**src/rtl/irq_prio_pkg.sv**
```systemverilog
package irq_prio_pkg;
  // Register address codes on the software port
  typedef enum logic [1:0] {
    RA_MASK  = 2'd0,
    RA_MODE  = 2'd1,
    RA_SVC   = 2'd2,
    RA_SPARE = 2'd3
  } reg_addr_e;
endpackage

```
**src/rtl/irq_prio_pick.sv**
```systemverilog
// Finds the set bit of best rank; rank k sits at index (base + k) mod N_SRC.
module irq_prio_pick #(
  parameter int N_SRC = 8,
  localparam int IW = $clog2(N_SRC)
) (
  input  logic [N_SRC-1:0] vec,
  input  logic [IW-1:0]    base,
  output logic             found,
  output logic [IW-1:0]    idx,
  output logic [IW-1:0]    rank
);
  function automatic logic [IW-1:0] wrap_add(input logic [IW-1:0] b, input int k);
    return b + IW'(k);
  endfunction

  always_comb begin
    found = 1'b0;
    idx   = '0;
    rank  = '0;
    for (int k = 0; k < N_SRC; k++) begin
      if (!found && vec[wrap_add(base, k)]) begin
        found = 1'b1;
        idx   = wrap_add(base, k);
        rank  = IW'(k);
      end
    end
  end
endmodule

```
**src/rtl/irq_prio_capture.sv**
```systemverilog
// Per-input request capture: edge or level sensing chosen by EDGE_SEL.
module irq_prio_capture #(
  parameter int N_SRC = 8,
  parameter logic [N_SRC-1:0] EDGE_SEL = 8'hF0
) (
  input  logic             clk,
  input  logic             rst_n,
  input  logic [N_SRC-1:0] irq_in,
  input  logic [N_SRC-1:0] grant_clr,
  output logic [N_SRC-1:0] req
);
  for (genvar i = 0; i < N_SRC; i++) begin : g_src
    if (EDGE_SEL[i]) begin : g_edge
      logic prev_q;
      logic rise;
      assign rise = irq_in[i] & ~prev_q;
      always_ff @(posedge clk or negedge rst_n) begin
        if (!rst_n) begin
          prev_q <= 1'b0;
          req[i] <= 1'b0;
        end else begin
          prev_q <= irq_in[i];
          req[i] <= (req[i] & ~grant_clr[i]) | rise;
        end
      end
    end else begin : g_level
      always_ff @(posedge clk or negedge rst_n) begin
        if (!rst_n) req[i] <= 1'b0;
        else        req[i] <= irq_in[i];
      end
    end
  end
endmodule

```
**src/rtl/irq_prio_service.sv**
```systemverilog
// In-service vector and rotation base.
module irq_prio_service #(
  parameter int N_SRC = 8,
  localparam int IW = $clog2(N_SRC)
) (
  input  logic             clk,
  input  logic             rst_n,
  input  logic             grant_en,
  input  logic [IW-1:0]    grant_idx,
  input  logic             eoi_en,
  input  logic             rot_en,
  output logic [N_SRC-1:0] isr,
  output logic [IW-1:0]    base_eff,
  output logic             svc_found,
  output logic [IW-1:0]    svc_idx,
  output logic [IW-1:0]    svc_rank
);
  logic [IW-1:0]    base_q;
  logic             retire;
  logic [N_SRC-1:0] set_vec;
  logic [N_SRC-1:0] clr_vec;

  assign base_eff = rot_en ? base_q : '0;

  irq_prio_pick #(.N_SRC(N_SRC)) svc_pick_i (
    .vec(isr), .base(base_eff),
    .found(svc_found), .idx(svc_idx), .rank(svc_rank)
  );

  assign retire  = eoi_en && svc_found;
  assign set_vec = grant_en ? (N_SRC'(1) << grant_idx) : '0;
  assign clr_vec = retire   ? (N_SRC'(1) << svc_idx)   : '0;

  always_ff @(posedge clk or negedge rst_n) begin
    if (!rst_n) begin
      isr    <= '0;
      base_q <= '0;
    end else begin
      isr <= (isr & ~clr_vec) | set_vec;
      if (retire && rot_en) base_q <= svc_idx + IW'(1);
    end
  end
endmodule

```
**src/rtl/irq_prio_regs.sv**
```systemverilog
// Software port: mask, mode, end-of-service command, read mux.
module irq_prio_regs #(
  parameter int N_SRC = 8
) (
  input  logic             clk,
  input  logic             rst_n,
  input  logic             we,
  input  logic [1:0]       addr,
  input  logic [N_SRC-1:0] wdata,
  input  logic [N_SRC-1:0] isr,
  output logic [N_SRC-1:0] mask,
  output logic             rot_en,
  output logic             eoi_cmd,
  output logic [N_SRC-1:0] rdata
);
  import irq_prio_pkg::*;
  reg_addr_e sel;
  assign sel     = reg_addr_e'(addr);
  assign eoi_cmd = we && (sel == RA_SVC);

  always_ff @(posedge clk or negedge rst_n) begin
    if (!rst_n) begin
      mask   <= '1;
      rot_en <= 1'b0;
    end else if (we) begin
      if (sel == RA_MASK) mask   <= wdata;
      if (sel == RA_MODE) rot_en <= wdata[0];
    end
  end

  always_comb begin
    case (sel)
      RA_MASK: rdata = mask;
      RA_MODE: rdata = {{(N_SRC-1){1'b0}}, rot_en};
      RA_SVC:  rdata = isr;
      default: rdata = '0;
    endcase
  end
endmodule

```
**src/rtl/irq_prio_ctrl.sv**
```systemverilog
module irq_prio_ctrl #(
  parameter int N_SRC = 8,
  parameter logic [N_SRC-1:0] EDGE_SEL = 8'hF0,
  localparam int IW = $clog2(N_SRC)
) (
  input  logic             clk,
  input  logic             rst_n,
  input  logic [N_SRC-1:0] irq_in,
  input  logic             ack,
  output logic [IW-1:0]    ack_vec,
  output logic             irq_out,
  input  logic             reg_we,
  input  logic [1:0]       reg_addr,
  input  logic [N_SRC-1:0] reg_wdata,
  output logic [N_SRC-1:0] reg_rdata
);
  logic [N_SRC-1:0] req_vec, mask_vec, isr_vec, cand_vec, grant_clr;
  logic             rot_mode, eoi_cmd, grant;
  logic             cand_found, svc_found;
  logic [IW-1:0]    cand_idx, cand_rank, svc_idx, svc_rank, base_eff;

  irq_prio_regs #(.N_SRC(N_SRC)) regs_i (
    .clk(clk), .rst_n(rst_n), .we(reg_we), .addr(reg_addr), .wdata(reg_wdata),
    .isr(isr_vec), .mask(mask_vec), .rot_en(rot_mode), .eoi_cmd(eoi_cmd),
    .rdata(reg_rdata)
  );

  irq_prio_capture #(.N_SRC(N_SRC), .EDGE_SEL(EDGE_SEL)) cap_i (
    .clk(clk), .rst_n(rst_n), .irq_in(irq_in), .grant_clr(grant_clr), .req(req_vec)
  );

  // Eligible pending sources: masked ones are invisible
  assign cand_vec = req_vec & ~mask_vec;

  irq_prio_pick #(.N_SRC(N_SRC)) cand_pick_i (
    .vec(cand_vec), .base(base_eff),
    .found(cand_found), .idx(cand_idx), .rank(cand_rank)
  );

  irq_prio_service #(.N_SRC(N_SRC)) svc_i (
    .clk(clk), .rst_n(rst_n), .grant_en(grant), .grant_idx(cand_idx),
    .eoi_en(eoi_cmd), .rot_en(rot_mode), .isr(isr_vec), .base_eff(base_eff),
    .svc_found(svc_found), .svc_idx(svc_idx), .svc_rank(svc_rank)
  );

  // raise only when the best candidate outranks the best in-service source
  assign irq_out   = cand_found && (!svc_found || (cand_rank < svc_rank));
  assign grant     = ack && irq_out;
  assign grant_clr = grant ? (N_SRC'(1) << cand_idx) : '0;
  assign ack_vec   = irq_out ? cand_idx : IW'(N_SRC - 1);
endmodule

```
**config.mk**
```make
export PLATFORM = sky130hd
export DESIGN_NAME = irq_prio_ctrl
export DESIGN_NICKNAME = d
export VERILOG_FILES = /design/src/rtl/irq_prio_pkg.sv /design/src/rtl/irq_prio_pick.sv /design/src/rtl/irq_prio_capture.sv /design/src/rtl/irq_prio_service.sv /design/src/rtl/irq_prio_regs.sv /design/src/rtl/irq_prio_ctrl.sv
export SDC_FILE = /design/constraint.sdc
export NUM_CORES = 1
export LEC_CHECK = 0
export ABC_AREA = 1
export BUFFER_PORTS_ARGS = -buffer_cell sky130_fd_sc_hd__buf_2
export CAP_MARGIN = 20
export CORE_MARGIN = 2
export CORE_UTILIZATION = 35
export CTS_BUF_LIST = sky130_fd_sc_hd__clkbuf_8
export DETAILED_ROUTE_END_ITERATION = 7
export PLACE_DENSITY_LB_ADDON = 0.12
export REMOVE_ABC_BUFFERS = 1
export SETUP_SLACK_MARGIN = 0.2
export SLEW_MARGIN = 30
export SYNTH_ARGS = -nofsm -noshare
export SYNTH_HDL_FRONTEND = slang
export SYNTH_SLANG_ARGS = --single-unit
```
**constraint.sdc**
```tcl
create_clock -name clk -period 10 [get_ports clk]
set_input_delay 1 -clock clk [delete_from_list [all_inputs] [get_ports clk]]
set_output_delay 1 -clock clk [all_outputs]
set_load 0.01 [all_outputs]
```
==> impl.org <==
** Detailed routing
- Drt first pass iters :: 4
- The routed layout has 3168 vias.
- WL final :: 9130 µm
- In the routed design, unresolved DRC markers number 0.
- In this run the remaining antenna-violating nets after routing total 0.
- Using the TritonRoute via totals, the vias-per-cell ratio works out to 5.12.
- WL per Instance :: 14.8 µm
- 1st-iter DRT viols :: 233

** Power and ir drop
- In this run the power spent charging and discharging nets is 0.797 mW.
- Fraction of power consumed by combinational cells :: 75.8%
- Pwr/cell area :: 395 mW/mm²
- Leakage :: 1.83 nW
- Net switching is 59.6% of the power.
- Clock Power Share :: 7.7%
- Int Pwr :: 0.541 mW
- Portion of total power attributed to sequential cells :: 16.5%
- IR analysis of the VDD net gives a maximum drop of 119 µV.

** Run status
- The flow ran to the end, and the final reports show no timing, DRC or antenna violations.

** Die
- In this run the count of I/O pins placed on the die edge is 34.
- Measured along the x axis, the die boundary spans 97.7 µm.
- The die covers 0.00954 mm².
- Row generation in the floorplan step produced 34 rows.
- Once the floorplan was initialized, standard cells occupied 35.6% of the core.
- The region available for standard cell placement spans 0.00864 mm².
- From bottom edge to top edge, the die measures 97.7 µm.

** Flow run
- Max-cap violations in this run came to 0.

** Placement
- In this run the tool buffered the top-level ports with 33 buffer cells.
- Routability-driven placement finished with a final weighted congestion of 0.958.
- Post-placement cell count :: 611
- Detailed placement HPWL :: 7270 µm

** Setup path
- Data on the critical path arrives at its endpoint at 4.14 ns.
- In this design, the stage delay of the slowest critical-path cell is 0.80 ns.
- Register-to-register setup slack :: 6.01 ns
- Nature of the critical path endpoint :: output port
- Broken down by cell family, the worst path's largest delay share belongs to simple AND/OR/NAND/NOR gates.
- Data required time at the worst endpoint :: 9.00 ns
- Crit. path cell count :: 23
- Critical Path End :: ack_vec[2]
- Crit path max-delay cell type :: sky130_fd_sc_hd__dfrtp_1
- Counting cells, the worst reg-to-reg path comes to 18.
- Worst Setup Start Kind :: register
- The number of buffers and inverters on the critical path is 5.
- In this run the critical register-to-register path is captured at svc_i.base_q[2].
- Traced cell by cell, the critical path runs through nand2_4, ha_1, inv_1, nand3_1, nand3_2, nand2_2, nor2_8, nand4_4, nor2_4, nand3_4, inv_1, nor2_1, and3_1, ha_1, nand2_1, inv_1, nand2_1, nand2_2, nand2_4, nand2_4, inv_2, nand2_1, buf_2.
- The critical path starts at regs_i.rot_en.
- In this run the worst path has a maximum fanout of 22.
- Worst Setup Path Type :: reg2out
- The worst register-to-register path begins at regs_i.rot_en.

** Yosys
- Of all flip-flops after synthesis, the portion carrying an async set or reset was 100%.
- sky130_fd_sc_hd__nand2_1 is the most common cell in the netlist.
- Number of register bits inferred by synthesis :: 32
- Netlist cell types :: 36
- In the synthesized netlist, the number of instances is 480.
- Ranked by total cell area, the synthesized netlist is headed by sky130_fd_sc_hd__nand2_1, sky130_fd_sc_hd__dfrtp_1, sky130_fd_sc_hd__nand3_1.
- Primary FF master, synth :: sky130_fd_sc_hd__dfrtp_1
- Area share of the largest cell type after synthesis :: 19.7%
- Yosys warning total :: 0
- Of the synthesized area, sequential elements account for 26.4%.
- The synthesized design contains 0 enable-type register cells.
- A synthesized cell averages 6.40 µm².
- Synthesized area :: 0.00307 mm²
- Yosys top cell by area :: sky130_fd_sc_hd__nand2_1
- Ranking of synthesized cells by instance count :: sky130_fd_sc_hd__nand2_1, sky130_fd_sc_hd__nand3_1, sky130_fd_sc_hd__inv_1, sky130_fd_sc_hd__nor2_1, sky130_fd_sc_hd__dfrtp_1

** Clock tree
- Clock slew at reported path FFs :: 0.08 ns
- Maximum buffer depth of the clock tree :: 2
- In this run, CTS created clock tree buffers numbering 5.
- TritonCTS built the clock tree.
- Max H-tree Level :: 2
- The tree is rooted in a sky130_fd_sc_hd__clkbuf_8.
- Clock tree synthesis found a total of 32 sinks.
- Clock latency at the later pin of the worst-skew pair :: 0.29 ns
- For this design, the CTS-stage hold fixing added 0 buffers.
- Buffer count from post-CTS setup fixing :: 0
- Gates resized during post-CTS repair numbered 0.

** Cells and area
- Fin cells :: 619
- Multi-input logic area :: 0.00197 mm²
- Footprint of the flip-flops and latches :: 811 µm²
- Area delta synth->final :: 10.2%
- Number of nets in the final layout :: 541
- Number of fill cells in the layout :: 973
- Of the cells placed in the final design, the portion with a size suffix greater than 1 is 20.4%.
- Ant diodes :: 0

** Timing
- For the finished layout, the period the worst path requires is 5.14 ns.
- The final hold violation count came to 0.
- Adding up every negative setup slack in the final design gives 0 ns.
- Final setup skew :: 0.00780 ns
- The worst pin sits at a relative slew slack of 52.3%.
- Worst slew pin tran :: 0.716 ns
- Highest Clock Rate :: 0.195 GHz
- After layout, the worst path uses 51.4% of the clock period.
- The max-slew violation count came to 0.
- Unrepaired setup endpoints after global routing :: no
- Setup violations remaining at the end of the flow were counted as 0.

** GRT
- Residual overflow from global routing :: 0
- The number of antenna violations at the first check in global routing is 0.
- Via count of the first global-routing pass :: 3164
- Global routing used 20.1% of the available tracks.
- Largest net degree at the start of global routing :: 33
- Global-route wire length before repair :: 15500 µm

** Hold path
- In this run the worst hold path is classified as reg2reg.
## stage by stage
stage / instance area [µm²] / setup WS [ns] / utilization (%) / hold WS [ns] / power (mW)
after floorplan: 2990 / 5.76 / - / 0.442 / 0.966
after global placement: 3290 / 5.35 / 38.1 / 0.466 / 1.23
after detailed placement: 3290 / 5.17 / 38.1 / 0.474 / 1.23
after CTS: 3380 / 4.83 / 39.2 / 0.486 / 1.34
after global routing: 3380 / 4.41 / 39.2 / 0.519 / 1.50
final: 3380 / 4.86 / 39.2 / 0.476 / 1.34
## cell type report
cell class,count,area share (%)
clock inverter,3,0.702
timing repair buffer,33,4.88
inverter,56,6.21
multi-input combinational,382,58.2
sequential,32,24.0
tap,108,3.99
clock buffer,5,2.03
## routing by layer
layer  part of all wire, %  GRT usage [%]  up-vias  wire (µm)
met2                    45           32.8       93       4130
met5                     0              0        -          0
met1                    48           27.7     1444       4340
li1                      -              -     1618          -
met4                   2.0           6.84        0        181
met3                   5.3           2.23       13        481
## registers in the layout, indices dropped and copies added (netlist names)
name / flops
cap_i.req: 8
regs_i.mask: 8
svc_i.isr: 8
cap_i.g_src.g_edge.prev_q: 4
svc_i.base_q: 3
regs_i.rot_en: 1
## cell usage in the layout (no fill, tap or decap), types with 11 or more instances in the layout
cell,count
sky130_fd_sc_hd__nand2_1,161
sky130_fd_sc_hd__nand3_1,69
sky130_fd_sc_hd__inv_1,44
sky130_fd_sc_hd__buf_2,33
sky130_fd_sc_hd__nor2_1,32
sky130_fd_sc_hd__dfrtp_1,24
sky130_fd_sc_hd__o21ai_0,21
sky130_fd_sc_hd__a21oi_1,16
sky130_fd_sc_hd__nand2_2,13
sky130_fd_sc_hd__inv_2,11
## worst min-delay path by stage
stage / start / end / slack [ns] / cells past startpoint
5_1_grt: cap_i.req[4] / cap_i.req[4] / 0.52 / 2
6_report: cap_i.g_src[4].g_edge.prev_q / cap_i.req[4] / 0.48 / 3
4_1_cts: cap_i.g_src[4].g_edge.prev_q / cap_i.req[4] / 0.49 / 3
3_5_place_dp: cap_i.g_src[4].g_edge.prev_q / cap_i.req[4] / 0.47 / 3
3_3_place_gp: cap_i.g_src[4].g_edge.prev_q / cap_i.req[4] / 0.47 / 3
2_1_floorplan: cap_i.req[4] / cap_i.req[4] / 0.44 / 2
## power by group through the flow
stage / Clock [mW] / Combinational [mW] / Sequential (mW)
floorplan: 0 / 0.760 / 0.205
global placement: 0 / 1.01 / 0.222
detailed placement: 0 / 1.01 / 0.223
CTS: 0.108 / 1.01 / 0.220
global route: 0.112 / 1.16 / 0.228
finish: 0.103 / 1.01 / 0.221
## worst reg2reg max path, cell delays in order (launching register included)
cell and delay (ns):
sky130_fd_sc_hd__dfrtp_1 0.80, sky130_fd_sc_hd__nand2_4 0.30, sky130_fd_sc_hd__ha_1 0.52, sky130_fd_sc_hd__inv_1 0.18, sky130_fd_sc_hd__nand3_1 0.15, sky130_fd_sc_hd__nand3_2 0.11, sky130_fd_sc_hd__nand2_2 0.12, sky130_fd_sc_hd__nor2_8 0.05
sky130_fd_sc_hd__nand2_1 0.09, sky130_fd_sc_hd__inv_2 0.05, sky130_fd_sc_hd__nand2_1 0.08, sky130_fd_sc_hd__inv_1 0.07, sky130_fd_sc_hd__a21oi_1 0.15, sky130_fd_sc_hd__o211ai_1 0.10, sky130_fd_sc_hd__o22ai_1 0.34, sky130_fd_sc_hd__inv_1 0.12
sky130_fd_sc_hd__ha_1 0.23, sky130_fd_sc_hd__ha_1 0.28, sky130_fd_sc_hd__o21ai_0 0.15
## logic make-up (layout without fill, tap and decap cells)
| logic type | after synthesis | count (layout) | synth area share, % |
|---|---|---|---|
| AOI/OAI and AO/OA | 52 | 52 | 9.57 |
| xor gates and xnor gates | 1 | 1 | 0.530 |
| adders and majority gates | 9 | 9 | 3.67 |
| buffers and inverters | 66 | 97 | 9.45 |
| DFF | 32 | 32 | 26.4 |
| and+or+nand+nor | 320 | 320 | 50.4 |
(Power assumes the default switching activity.)
